<file path="src/rtl/i2s_tx_pkg.sv">
package i2s_tx_pkg;
  localparam int DATA_W   = 24;
  localparam int VU_W     = 4;
  localparam int PL_W     = DATA_W + VU_W;
  localparam int SLOT_MAX = 32;
  localparam int SLOT_MIN = 16;

  typedef struct packed {
    logic edge_fall;
    logic slot16;
    logic ws_pol;
    logic just_right;
    logic lsb_first;
    logic no_delay;
    logic vucp_en;
  } fmt_t;

  // bit carried at slot position k for payload pl
  function automatic logic slot_bit(input logic [PL_W-1:0] pl, input fmt_t f,
                                    input logic [4:0] k);
    int w, s, n, o, j, idx;
    logic [4:0] ix;
    w = f.vucp_en ? PL_W : DATA_W;
    s = f.slot16 ? SLOT_MIN : SLOT_MAX;
    n = (w < s) ? w : s;
    o = f.just_right ? s - n : 0;
    j = int'(k) - o;
    if (j < 0 || j >= n) return 1'b0;
    idx = f.lsb_first ? (w - n + j) : (w - 1 - j);
    ix  = idx[4:0];
    return pl[ix];
  endfunction

  // keep mask for the valid audio bits of a length code
  function automatic logic [DATA_W-1:0] len_mask(input logic [3:0] code);
    int nv;
    logic [DATA_W-1:0] m;
    nv = (code >= 4'd8) ? DATA_W : SLOT_MIN + int'(code);
    for (int i = 0; i < DATA_W; i++) m[i] = (i >= DATA_W - nv);
    return m;
  endfunction
endpackage

</file>
<file path="src/rtl/i2s_tx_clkgen.sv">
module i2s_tx_clkgen #(
  parameter int HALF_DIV = 2,
  parameter int POS_W    = 6
) (
  input  logic             clk_i,
  input  logic             rst_ni,
  input  logic             run_i,
  input  logic             slot16_i,
  output logic             ph_o,
  output logic [POS_W-1:0] pos_o,
  output logic [POS_W-1:0] last_o,
  output logic             tick_o
);
  import i2s_tx_pkg::*;
  localparam int DIV_W = (HALF_DIV > 1) ? $clog2(HALF_DIV) : 1;
  localparam logic [DIV_W-1:0] DIV_END = DIV_W'(HALF_DIV - 1);

  logic [DIV_W-1:0] div_q;
  logic             ph_q;
  logic [POS_W-1:0] pos_q;
  logic             half_end;

  assign last_o   = slot16_i ? POS_W'(2*SLOT_MIN - 1) : POS_W'(2*SLOT_MAX - 1);
  assign half_end = (div_q == DIV_END);
  assign tick_o   = run_i && half_end && ph_q && (pos_q == last_o);
  assign ph_o     = ph_q;
  assign pos_o    = pos_q;

  // ph 0->1: sampling point, ph 1->0: launch of next bit
  always_ff @(posedge clk_i or negedge rst_ni) begin
    if (!rst_ni) begin
      div_q <= '0;
      ph_q  <= 1'b0;
      pos_q <= '0;
    end else if (!run_i) begin
      div_q <= '0;
      ph_q  <= 1'b0;
      pos_q <= '0;
    end else if (half_end) begin
      div_q <= '0;
      ph_q  <= ~ph_q;
      if (ph_q) pos_q <= (pos_q == last_o) ? '0 : pos_q + 1'b1;
    end else begin
      div_q <= div_q + 1'b1;
    end
  end
endmodule

</file>
<file path="src/rtl/i2s_tx_lane.sv">
module i2s_tx_lane #(
  parameter int N_STREAM = 4,
  parameter int MAP_W    = 2,
  parameter int POS_W    = 6
) (
  input  logic                                      clk_i,
  input  logic                                      rst_ni,
  input  logic                                      load_i,
  input  logic [N_STREAM*i2s_tx_pkg::DATA_W-1:0]    smp_l_i,
  input  logic [N_STREAM*i2s_tx_pkg::DATA_W-1:0]    smp_r_i,
  input  logic [N_STREAM*i2s_tx_pkg::VU_W-1:0]      vu_l_i,
  input  logic [N_STREAM*i2s_tx_pkg::VU_W-1:0]      vu_r_i,
  input  logic [MAP_W-1:0]                          map_i,
  input  logic                                      swap_i,
  input  logic                                      en_i,
  input  logic                                      mute_i,
  input  logic                                      vucp_en_i,
  input  logic [i2s_tx_pkg::DATA_W-1:0]             mask_i,
  input  i2s_tx_pkg::fmt_t                          fmt_i,
  input  logic [POS_W-1:0]                          pos_i,
  output logic                                      sd_o
);
  import i2s_tx_pkg::*;

  logic [DATA_W-1:0] d_l, d_r;
  logic [VU_W-1:0]   v_l, v_r;
  logic [PL_W-1:0]   pl_l_d, pl_r_d, pl_l_q, pl_r_q;
  logic              en_q, mute_q, right;
  logic [4:0]        k;

  assign d_l = smp_l_i[map_i*DATA_W +: DATA_W] & mask_i;
  assign d_r = smp_r_i[map_i*DATA_W +: DATA_W] & mask_i;
  assign v_l = vu_l_i[map_i*VU_W +: VU_W];
  assign v_r = vu_r_i[map_i*VU_W +: VU_W];

  always_comb begin
    pl_l_d = vucp_en_i ? {d_l, v_l} : {{VU_W{1'b0}}, d_l};
    pl_r_d = vucp_en_i ? {d_r, v_r} : {{VU_W{1'b0}}, d_r};
    if (swap_i) begin
      pl_l_d = vucp_en_i ? {d_r, v_r} : {{VU_W{1'b0}}, d_r};
      pl_r_d = vucp_en_i ? {d_l, v_l} : {{VU_W{1'b0}}, d_l};
    end
  end

  always_ff @(posedge clk_i or negedge rst_ni) begin
    if (!rst_ni) begin
      pl_l_q <= '0;
      pl_r_q <= '0;
      en_q   <= 1'b0;
      mute_q <= 1'b0;
    end else if (load_i) begin
      pl_l_q <= pl_l_d;
      pl_r_q <= pl_r_d;
      en_q   <= en_i;
      mute_q <= mute_i;
    end
  end

  always_comb begin
    if (fmt_i.slot16) begin
      right = (pos_i >= POS_W'(SLOT_MIN));
      k     = 5'(pos_i - (right ? POS_W'(SLOT_MIN) : '0));
    end else begin
      right = (pos_i >= POS_W'(SLOT_MAX));
      k     = 5'(pos_i - (right ? POS_W'(SLOT_MAX) : '0));
    end
  end

  assign sd_o = en_q && !mute_q && slot_bit(right ? pl_r_q : pl_l_q, fmt_i, k);
endmodule

</file>
<file path="src/rtl/i2s_tx.sv">
module i2s_tx
  import i2s_tx_pkg::*;
#(
  parameter int N_LANE   = 4,
  parameter int N_STREAM = 4,
  parameter int HALF_DIV = 2,
  localparam int MAP_W   = (N_STREAM > 1) ? $clog2(N_STREAM) : 1
) (
  input  logic                         clk_i,
  input  logic                         rst_ni,
  input  logic                         run_i,
  input  logic                         edge_fall_i,
  input  logic                         slot16_i,
  input  logic                         ws_pol_i,
  input  logic                         just_right_i,
  input  logic                         lsb_first_i,
  input  logic                         no_delay_i,
  input  logic                         vucp_en_i,
  input  logic                         len_ovr_en_i,
  input  logic [3:0]                   len_ovr_i,
  input  logic [3:0]                   len_i,
  input  logic [N_LANE-1:0]            lane_en_i,
  input  logic [N_LANE*MAP_W-1:0]      lane_map_i,
  input  logic [N_LANE-1:0]            lane_swap_i,
  input  logic [N_LANE-1:0]            lane_mute_i,
  input  logic [N_STREAM*DATA_W-1:0]   smp_l_i,
  input  logic [N_STREAM*DATA_W-1:0]   smp_r_i,
  input  logic [N_STREAM*VU_W-1:0]     vu_l_i,
  input  logic [N_STREAM*VU_W-1:0]     vu_r_i,
  output logic                         sck_o,
  output logic                         ws_o,
  output logic [N_LANE-1:0]            sd_o
);
  localparam int POS_W = $clog2(2*SLOT_MAX);

  fmt_t              fmt_d, fmt_q;
  logic              ph_q, frame_tick, load, ws_left;
  logic [POS_W-1:0]  pos_q, pos_last;
  logic [POS_W:0]    ws_pos;
  logic [DATA_W-1:0] mask;
  logic [N_LANE-1:0] sd_raw;

  assign fmt_d = '{edge_fall: edge_fall_i, slot16: slot16_i, ws_pol: ws_pol_i,
                   just_right: just_right_i, lsb_first: lsb_first_i,
                   no_delay: no_delay_i, vucp_en: vucp_en_i};
  assign load  = !run_i || frame_tick;
  assign mask  = len_mask(len_ovr_en_i ? len_ovr_i : len_i);

  always_ff @(posedge clk_i or negedge rst_ni) begin
    if (!rst_ni)   fmt_q <= '0;
    else if (load) fmt_q <= fmt_d;
  end

  i2s_tx_clkgen #(.HALF_DIV(HALF_DIV), .POS_W(POS_W)) u_clk (
    .clk_i   (clk_i),
    .rst_ni  (rst_ni),
    .run_i   (run_i),
    .slot16_i(fmt_q.slot16),
    .ph_o    (ph_q),
    .pos_o   (pos_q),
    .last_o  (pos_last),
    .tick_o  (frame_tick)
  );

  for (genvar l = 0; l < N_LANE; l++) begin : g_lane
    i2s_tx_lane #(.N_STREAM(N_STREAM), .MAP_W(MAP_W), .POS_W(POS_W)) u_lane (
      .clk_i    (clk_i),
      .rst_ni   (rst_ni),
      .load_i   (load),
      .smp_l_i  (smp_l_i),
      .smp_r_i  (smp_r_i),
      .vu_l_i   (vu_l_i),
      .vu_r_i   (vu_r_i),
      .map_i    (lane_map_i[l*MAP_W +: MAP_W]),
      .swap_i   (lane_swap_i[l]),
      .en_i     (lane_en_i[l]),
      .mute_i   (lane_mute_i[l]),
      .vucp_en_i(vucp_en_i),
      .mask_i   (mask),
      .fmt_i    (fmt_q),
      .pos_i    (pos_q),
      .sd_o     (sd_raw[l])
    );
  end

  // WS leads the slot by one bit unless the delay is removed
  always_comb begin
    ws_pos = {1'b0, pos_q} + ((POS_W+1)'(!fmt_q.no_delay));
    if (ws_pos > {1'b0, pos_last}) ws_pos = '0;
    ws_left = fmt_q.slot16 ? (ws_pos < (POS_W+1)'(SLOT_MIN))
                           : (ws_pos < (POS_W+1)'(SLOT_MAX));
  end

  assign sck_o = run_i && (fmt_q.edge_fall ? !ph_q : ph_q);
  assign ws_o  = run_i && (fmt_q.ws_pol ? ws_left : !ws_left);
  assign sd_o  = run_i ? sd_raw : '0;
endmodule

</file>
<file path="config.mk">
export PLATFORM = sky130hd
export DESIGN_NAME = i2s_tx
export DESIGN_NICKNAME = d
export VERILOG_FILES = /design/src/rtl/i2s_tx_pkg.sv /design/src/rtl/i2s_tx_clkgen.sv /design/src/rtl/i2s_tx_lane.sv /design/src/rtl/i2s_tx.sv
export SDC_FILE = /design/constraint.sdc
export NUM_CORES = 1
export LEC_CHECK = 0
export CELL_PAD_IN_SITES_DETAIL_PLACEMENT = 1
export CELL_PAD_IN_SITES_GLOBAL_PLACEMENT = 1
export CORE_AREA = 2 2 249 251
export DETAILED_ROUTE_END_ITERATION = 7
export DIE_AREA = 0 0 251 253
export DONT_BUFFER_PORTS = 1
export PLACE_DENSITY = 0.73
export SYNTH_ARGS = -nofsm -noshare
export SYNTH_HDL_FRONTEND = slang
export SYNTH_HIERARCHICAL = 1
export SYNTH_SLANG_ARGS = --single-unit
</file>
<file path="constraint.sdc">
create_clock -name clk_i -period 5.6 [get_ports clk_i]
set_input_delay 1.12 -clock clk_i [delete_from_list [all_inputs] [get_ports clk_i]]
set_output_delay 1.12 -clock clk_i [all_outputs]
set_load 0.02 [all_outputs]
</file>
[Word level (Yosys, flattened, before mapping)]
Cells that the tools add are included.
Word-level totals
  bits in registers: 247
  bits in latches: 0
  memory bits (writable): 0
  ROM bits: 0
  bits of input ports: 263
  output and inout port bits: 6
  logic and storage cells: 187
  memories: 0
Operators by class
  $add $sub $neg: 13
  multiply operators: 4
  div/mod/pow operators: 0
  $lt $le $gt $ge: 34
  eq/ne operators: 3
  shift operators: 16
  mux-type cells: 58
  bitwise operators: 9
  reduce and logical (&&, ||, !) cells: 24
Operators by type and width (number)
  $shiftx 96x8->24: 8
  $mux 28: 20
  $and 24x24->24: 8
  $shiftx 16x5->4: 8
  $ge 5x7->1 const A: 8
  $ge 6x7->1 const A: 8
  $mux 6: 8
  $ge 32x32->1: 1
  $lt 32x1->1 const B: 1
  $lt 32x32->1: 1
  $mux 32: 1
  $sub 6x32->32: 1
  $sub 7x32->32: 1
  $ge 4x7->1 const A: 4
  $bmux 1 s5: 4
  $mux 1: 18
  $mul 2x2->4 const B: 4
  $mux 5: 3
  $sub 5x5->5: 3
  $ge 3x7->1 const A: 2
  $logic_and 1x1->1: 13
  $logic_not 1->1: 8
  $mux 4: 2
  $add 6x1->7: 1
  other kinds (23): 25

[Longest topological paths before layout]
  depth after elaboration: 13
  mapped depth: 15
  gate-level depth less buffers: 15

[Hierarchy]
The synthesis kept the hierarchy.
Modules (own cells, without submodules)
  i2s_tx_lane at g_lane[0].u_lane ...: instances 2, cells an instance 559, area an instance 6010.8 µm², sequential area each 1451.4 µm²
  i2s_tx_lane at g_lane[3].u_lane: instances 1, cells an instance 558, area an instance 6005.8 µm², sequential area each 1451.4 µm²
  i2s_tx_lane at g_lane[2].u_lane: instances 1, cells an instance 547, area an instance 5895.7 µm², sequential area each 1451.4 µm²
  i2s_tx: instances 1, cells an instance 103, area an instance 869.6 µm², sequential area each 175.2 µm²
  i2s_tx_clkgen: instances 1, cells an instance 52, area an instance 480.5 µm², sequential area each 200.2 µm²

[Worst setup path before layout]
OpenSTA, ideal clock, no wires.
  kind: reg2out
  start: reg fmt_q[5] (netlist name)
  end: out sd_o[0]
  arrival: 4177 ps
  data required time: 4480 ps
  path slack: 303 ps
  cell stages (with the launch flop): 16
  path buffers: 0
  path through: dfrtp_1 and2b_1 and2_1 ha_1 inv_2 fa_1 ha_1 inv_1 ha_1 or3_1 a31oi_1 o21ai_0 nor4_1 a21oi_1 a311oi_1 and2_1
On the way
  cells in the longest elaborated chain, start to end: 13
  elaborated cells on any way between the ends: 22
  those cells by class: add/sub: 5; order compare: 3; mux: 12; reduce/logical: 2
RTL lines
  from (decl): RTL line i2s_tx.sv:36  | fmt_t fmt_d, fmt_q;
  from (signal assigned): RTL line i2s_tx.sv:51  | else if (load) fmt_q <= fmt_d;
  $mux 6: RTL line i2s_tx_pkg.sv:24  | s = f.slot16 ? SLOT_MIN : SLOT_MAX;
  $lt 32x32->1: RTL line i2s_tx_pkg.sv:25  | n = (w < s) ? w : s;
  $mux 6: RTL line i2s_tx_pkg.sv:25
  $sub 7x32->32: RTL line i2s_tx_pkg.sv:26  | o = f.just_right ? s - n : 0;
  $mux 32: RTL line i2s_tx_pkg.sv:26
  $sub 6x32->32: RTL line i2s_tx_pkg.sv:27  | j = int'(k) - o;
  $sub 5x5->5 or $add 5x5->5 (tied branches): RTL line i2s_tx_pkg.sv:29  | idx = f.lsb_first ? (w - n + j) : (w - 1 - j);
  $mux 5: RTL line i2s_tx_pkg.sv:29
  $bmux 1 s5: RTL line i2s_tx_pkg.sv:31  | return pl[ix];
  $mux 1 (not written as such): RTL line i2s_tx_pkg.sv:31
  $mux 1 *: RTL line i2s_tx_pkg.sv:29
  $logic_and 1x1->1 *: RTL line i2s_tx_lane.sv:69  | assign sd_o = en_q && !mute_q && slot_bit(right ? pl_r_q : pl_l_q, fmt_i, k);
  net sd_raw[0]: RTL line i2s_tx.sv:41  | logic [N_LANE-1:0] sd_raw;
  $mux 4 *: RTL line i2s_tx.sv:96  | assign sd_o = run_i ? sd_raw : '0;
  to (decl): RTL line i2s_tx.sv:32  | output logic [N_LANE-1:0] sd_o
Mark *: on every way through the listed nets, which the timed path passes. The rest lies on a longest branch. The select of a mux whose other input is x is not followed.

[Final worst setup path]
  start: reg fmt_q[5] (netlist name)
  end: out sd_o[2]
The elaborated chain is that of the path after synthesis.

==> flow_summary.toml <==
[status]
status = "finished, final reports clean"

[synth]
synthAdderAreaFrac = 0.0514
synth-simple-area-share = 0.114
yosysMostFrequentCell = "mux2_2"
yosysTopAreaCell = "dfrtp_1"
seq_area_frac_synth = 0.245
synth_compound_area_frac = 0.0967
synth_top_area_share = 0.245
synth_edf_count = 0
ys_ff_latch = 247
syn-cell-area_um2 = 25300
ys_async_sr_fraction = 1.00
synthTopCellsByCount = "405 x mux2_2, 269 x nand2_1, 253 x mux4_2"
synth_top_family_by_area = "multiplexers"
synthDistinctLibCells = 77
ys.warnings.count = 6
yosys.area_share.xor_xnor = 0.0115
synth_area_leaders = "dfrtp_1 24%, mux4_2 23%, mux2_2 18%"
synth_area_per_cell_um2 = 10.6
yosys-mux-area-fraction = 0.431
ys.flop_type = "dfrtp_1"
syn_inst = 2378

[worst_setup_path]
cp-end-kind = "output port"
r2r-end = "g_lane[1].u_lane/pl_r_q[3]"
crit_required_ns = 4.48
path_cells = "buf_4 > buf_6 > nor2b_4 > and2_1 > ha_1 > inv_1 > fa_1 > ha_1 > inv_2 > ha_4 > or3_4 > a31oi_4 > buf_4 > buf_4 > nand4_1 > nand4_1 > o311a_4 > and2_4"
crit_top_cell = "buf_4"
max_stage_delay_ns = 0.49
r2r_setup_slack_ns = 1.92
reg2regPathDepth = 7
path_class = "reg2out"
arrival_ns = 4.35
crit_slowest_cell = "fa_1"
r2r_start = "u_clk/pos_o[0]"
cp-start-kind = "register"
worst-path-max-fanout = 11

[finish]
layout.nets = 2856
fillerInstances = 6680
syn_to_final_growth_pct = 11.0
diodes = 0
layout-drive-gt1-share = 0.342

[timing]
slew_violations = 0
setup_tns_ns = 0
fin_crit_sh = 0.977
setup_viol = 0
rsz0062_at_grt = "true"
fmax_ghz = 0.183
hold_viol = 0
holdWs_ns = 0.243
tightestPinTransition_ns = 1.32
min_period_ns = 5.47
relSlewSlack = 0.113
finClkSkew_ns = 0.0120

[global_routing]
grt_pass1_wl_um = 144000
grt_max_degree = 390
gr-total-overflow = 0
grt_usage = 0.301
grt_pass1_vias = 22500
antenna_found_initial = 4

[routing]
wirelength_um = 96700
drc = 0
via_per_inst = 6.40
drt_pre_antenna_iters = 8
wl_per_cell_um = 29.2
drt_iter0_markers = 1837
drtAntennaViolNets = 0
vias = 21200

[power_and_ir_drop]
power_density_nw_per_um2 = 250
irDropWorstVdd_mv = 0.274
leakage_nw = 11.6
p_total_w = 0.00700

[clocking]
clkTransAtPathRegs_ns = 0.06
htreeDepth = 1
cts_buffers = 31
clk_latency_ns = 0.60
hold_buffers = 0
clock-sinks = 247
clock-root-buffer = "clkbuf_16"
clockBufferDepth = 3
cts_tree = "built"

[floorplanning]
core_area_um2 = 61000
rows = 91
start_util = 0.414
fp.dieH_um = 253
ios = 269
die_x_um = 251
dieArea_um2 = 63500

[placement]
hpwlAfterDp_um = 72200
portBuffers = 0
place_congestion = 0.966

[min_path]
hold_class = "in2async"

[job]
maxCapViolations = 0
-- timing repair --
| action | CTS | global route |
|---|---|---|
| pin swaps | 16 | 31 |
| gates cloned | 0 | 0 |
| buffers inserted | 13 | 11 |
| setup endpoints to repair | 4 | 4 |
| resized for setup | 21 | 54 |
-- cell families (layout without fill, tap and decap cells) --
logic type                 after synthesis  after routing
other                                    6            205
muxes                                  699            699
xor gates and xnor gates                29             29
adders and majority gates               99             99
AOI/OAI and AO/OA                      403            403
buffers and inverters                  275            216
and+or+nand+nor                        620            620
DFF                                    247            247
-- how the worst max path moves through the flow --
| stage | from | end | slack [ns] |
|---|---|---|---|
| finish | fmt_q[5] | sd_o[2] | 0.13 |
| global route | fmt_q[5] | sd_o[1] | -0.03 |
| CTS | fmt_q[5] | sd_o[0] | 0.002 |
| detailed placement | fmt_q[0] | sd_o[1] | 0.29 |
| global placement | fmt_q[0] | sd_o[1] | 0.37 |
| floorplan | fmt_q[5] | sd_o[0] | 0.30 |
-- flip-flops by register name, indices dropped and copies added (netlist names) --
| name | flops |
|---|---|
| u_clk/div_q | 1 |
| u_clk/ph_o | 1 |
| u_clk/pos_o | 6 |
| g_lane.u_lane/en_q | 4 |
| g_lane.u_lane/pl_l_q | 112 |
| g_lane.u_lane/pl_r_q | 112 |
| g_lane.u_lane/mute_q | 4 |
| fmt_q | 7 |
-- placed cells by master (no fill, tap or decap), drive strengths merged, types with 5 or more instances in the layout --
| cell type | instances |
|---|---|
| a311oi | 6 |
| mux4 | 267 |
| buf | 62 |
| a21oi | 36 |
| clkbuf | 47 |
| clkinv | 6 |
| mux2i | 24 |
| a21o | 7 |
| nand3 | 184 |
| a31oi | 41 |
| a2111oi | 7 |
| conb | 205 |
| nand2 | 271 |
| nor2 | 76 |
| or3 | 7 |
| nand3b | 5 |
| nor4 | 5 |
| xnor2 | 21 |
| mux2 | 408 |
| fa | 8 |
| o22ai | 33 |
| a211oi | 7 |
| dfrtp | 247 |
| a22oi | 7 |
| o21ai | 221 |
| a22o | 5 |
| nand4 | 10 |
| ha | 91 |
| inv | 98 |
| nor2b | 7 |
| xor2 | 8 |
| and2 | 12 |
| nor3b | 5 |
| nor4b | 8 |
| or3b | 6 |
-- critical path: cells and delay by family (launching register included) --
family          cells  cell delay, ns
compound gates      2            0.46
fa+ha+maj           4            1.18
buf+inv             6            0.66
flops               1            0.46
simple gates        6            1.00
-- power by group --
group          switching, W  internal (W)
combinational       0.00134       0.00131
clock              0.000846       0.00125
sequential         0.000181       0.00207
-- layer usage --
layer,GRT usage,vias up,part of all wire
li1,-,9139,-
met1,0.368,11000,0.39
met2,0.509,838,0.48
met3,0.0574,222,0.070
met4,0.154,6,0.060
met5,0,-,0.00038
-- metrics by stage --
| stage | cell area [µm²] | std cells | setup WS [ns] | util |
|---|---|---|---|---|
| final | 28000 | 3308 | 0.127 | 0.460 |
| after detailed placement | 26400 | 3227 | 0.294 | 0.433 |
| after floorplan | 26000 | 2577 | 0.303 | - |
| after global routing | 28000 | 3308 | -0.0322 | 0.460 |
| after CTS | 27700 | 3297 | 0.00218 | 0.454 |
| after global placement | 26400 | 3227 | 0.366 | 0.433 |
-- final cells by class --
| type | count | area [µm²] | area share |
|---|---|---|---|
| multi-input combinational | 2055 | 18900 | 0.675 |
| inverter | 97 | 367 | 0.0131 |
| clock buffer | 47 | 946 | 0.0337 |
| timing repair buffer | 62 | 513 | 0.0183 |
| tap | 790 | 988 | 0.0352 |
| sequential | 247 | 6190 | 0.221 |
| clock inverter | 10 | 121 | 0.00433 |
No activity file was read; power rests on OpenSTA's default activity.
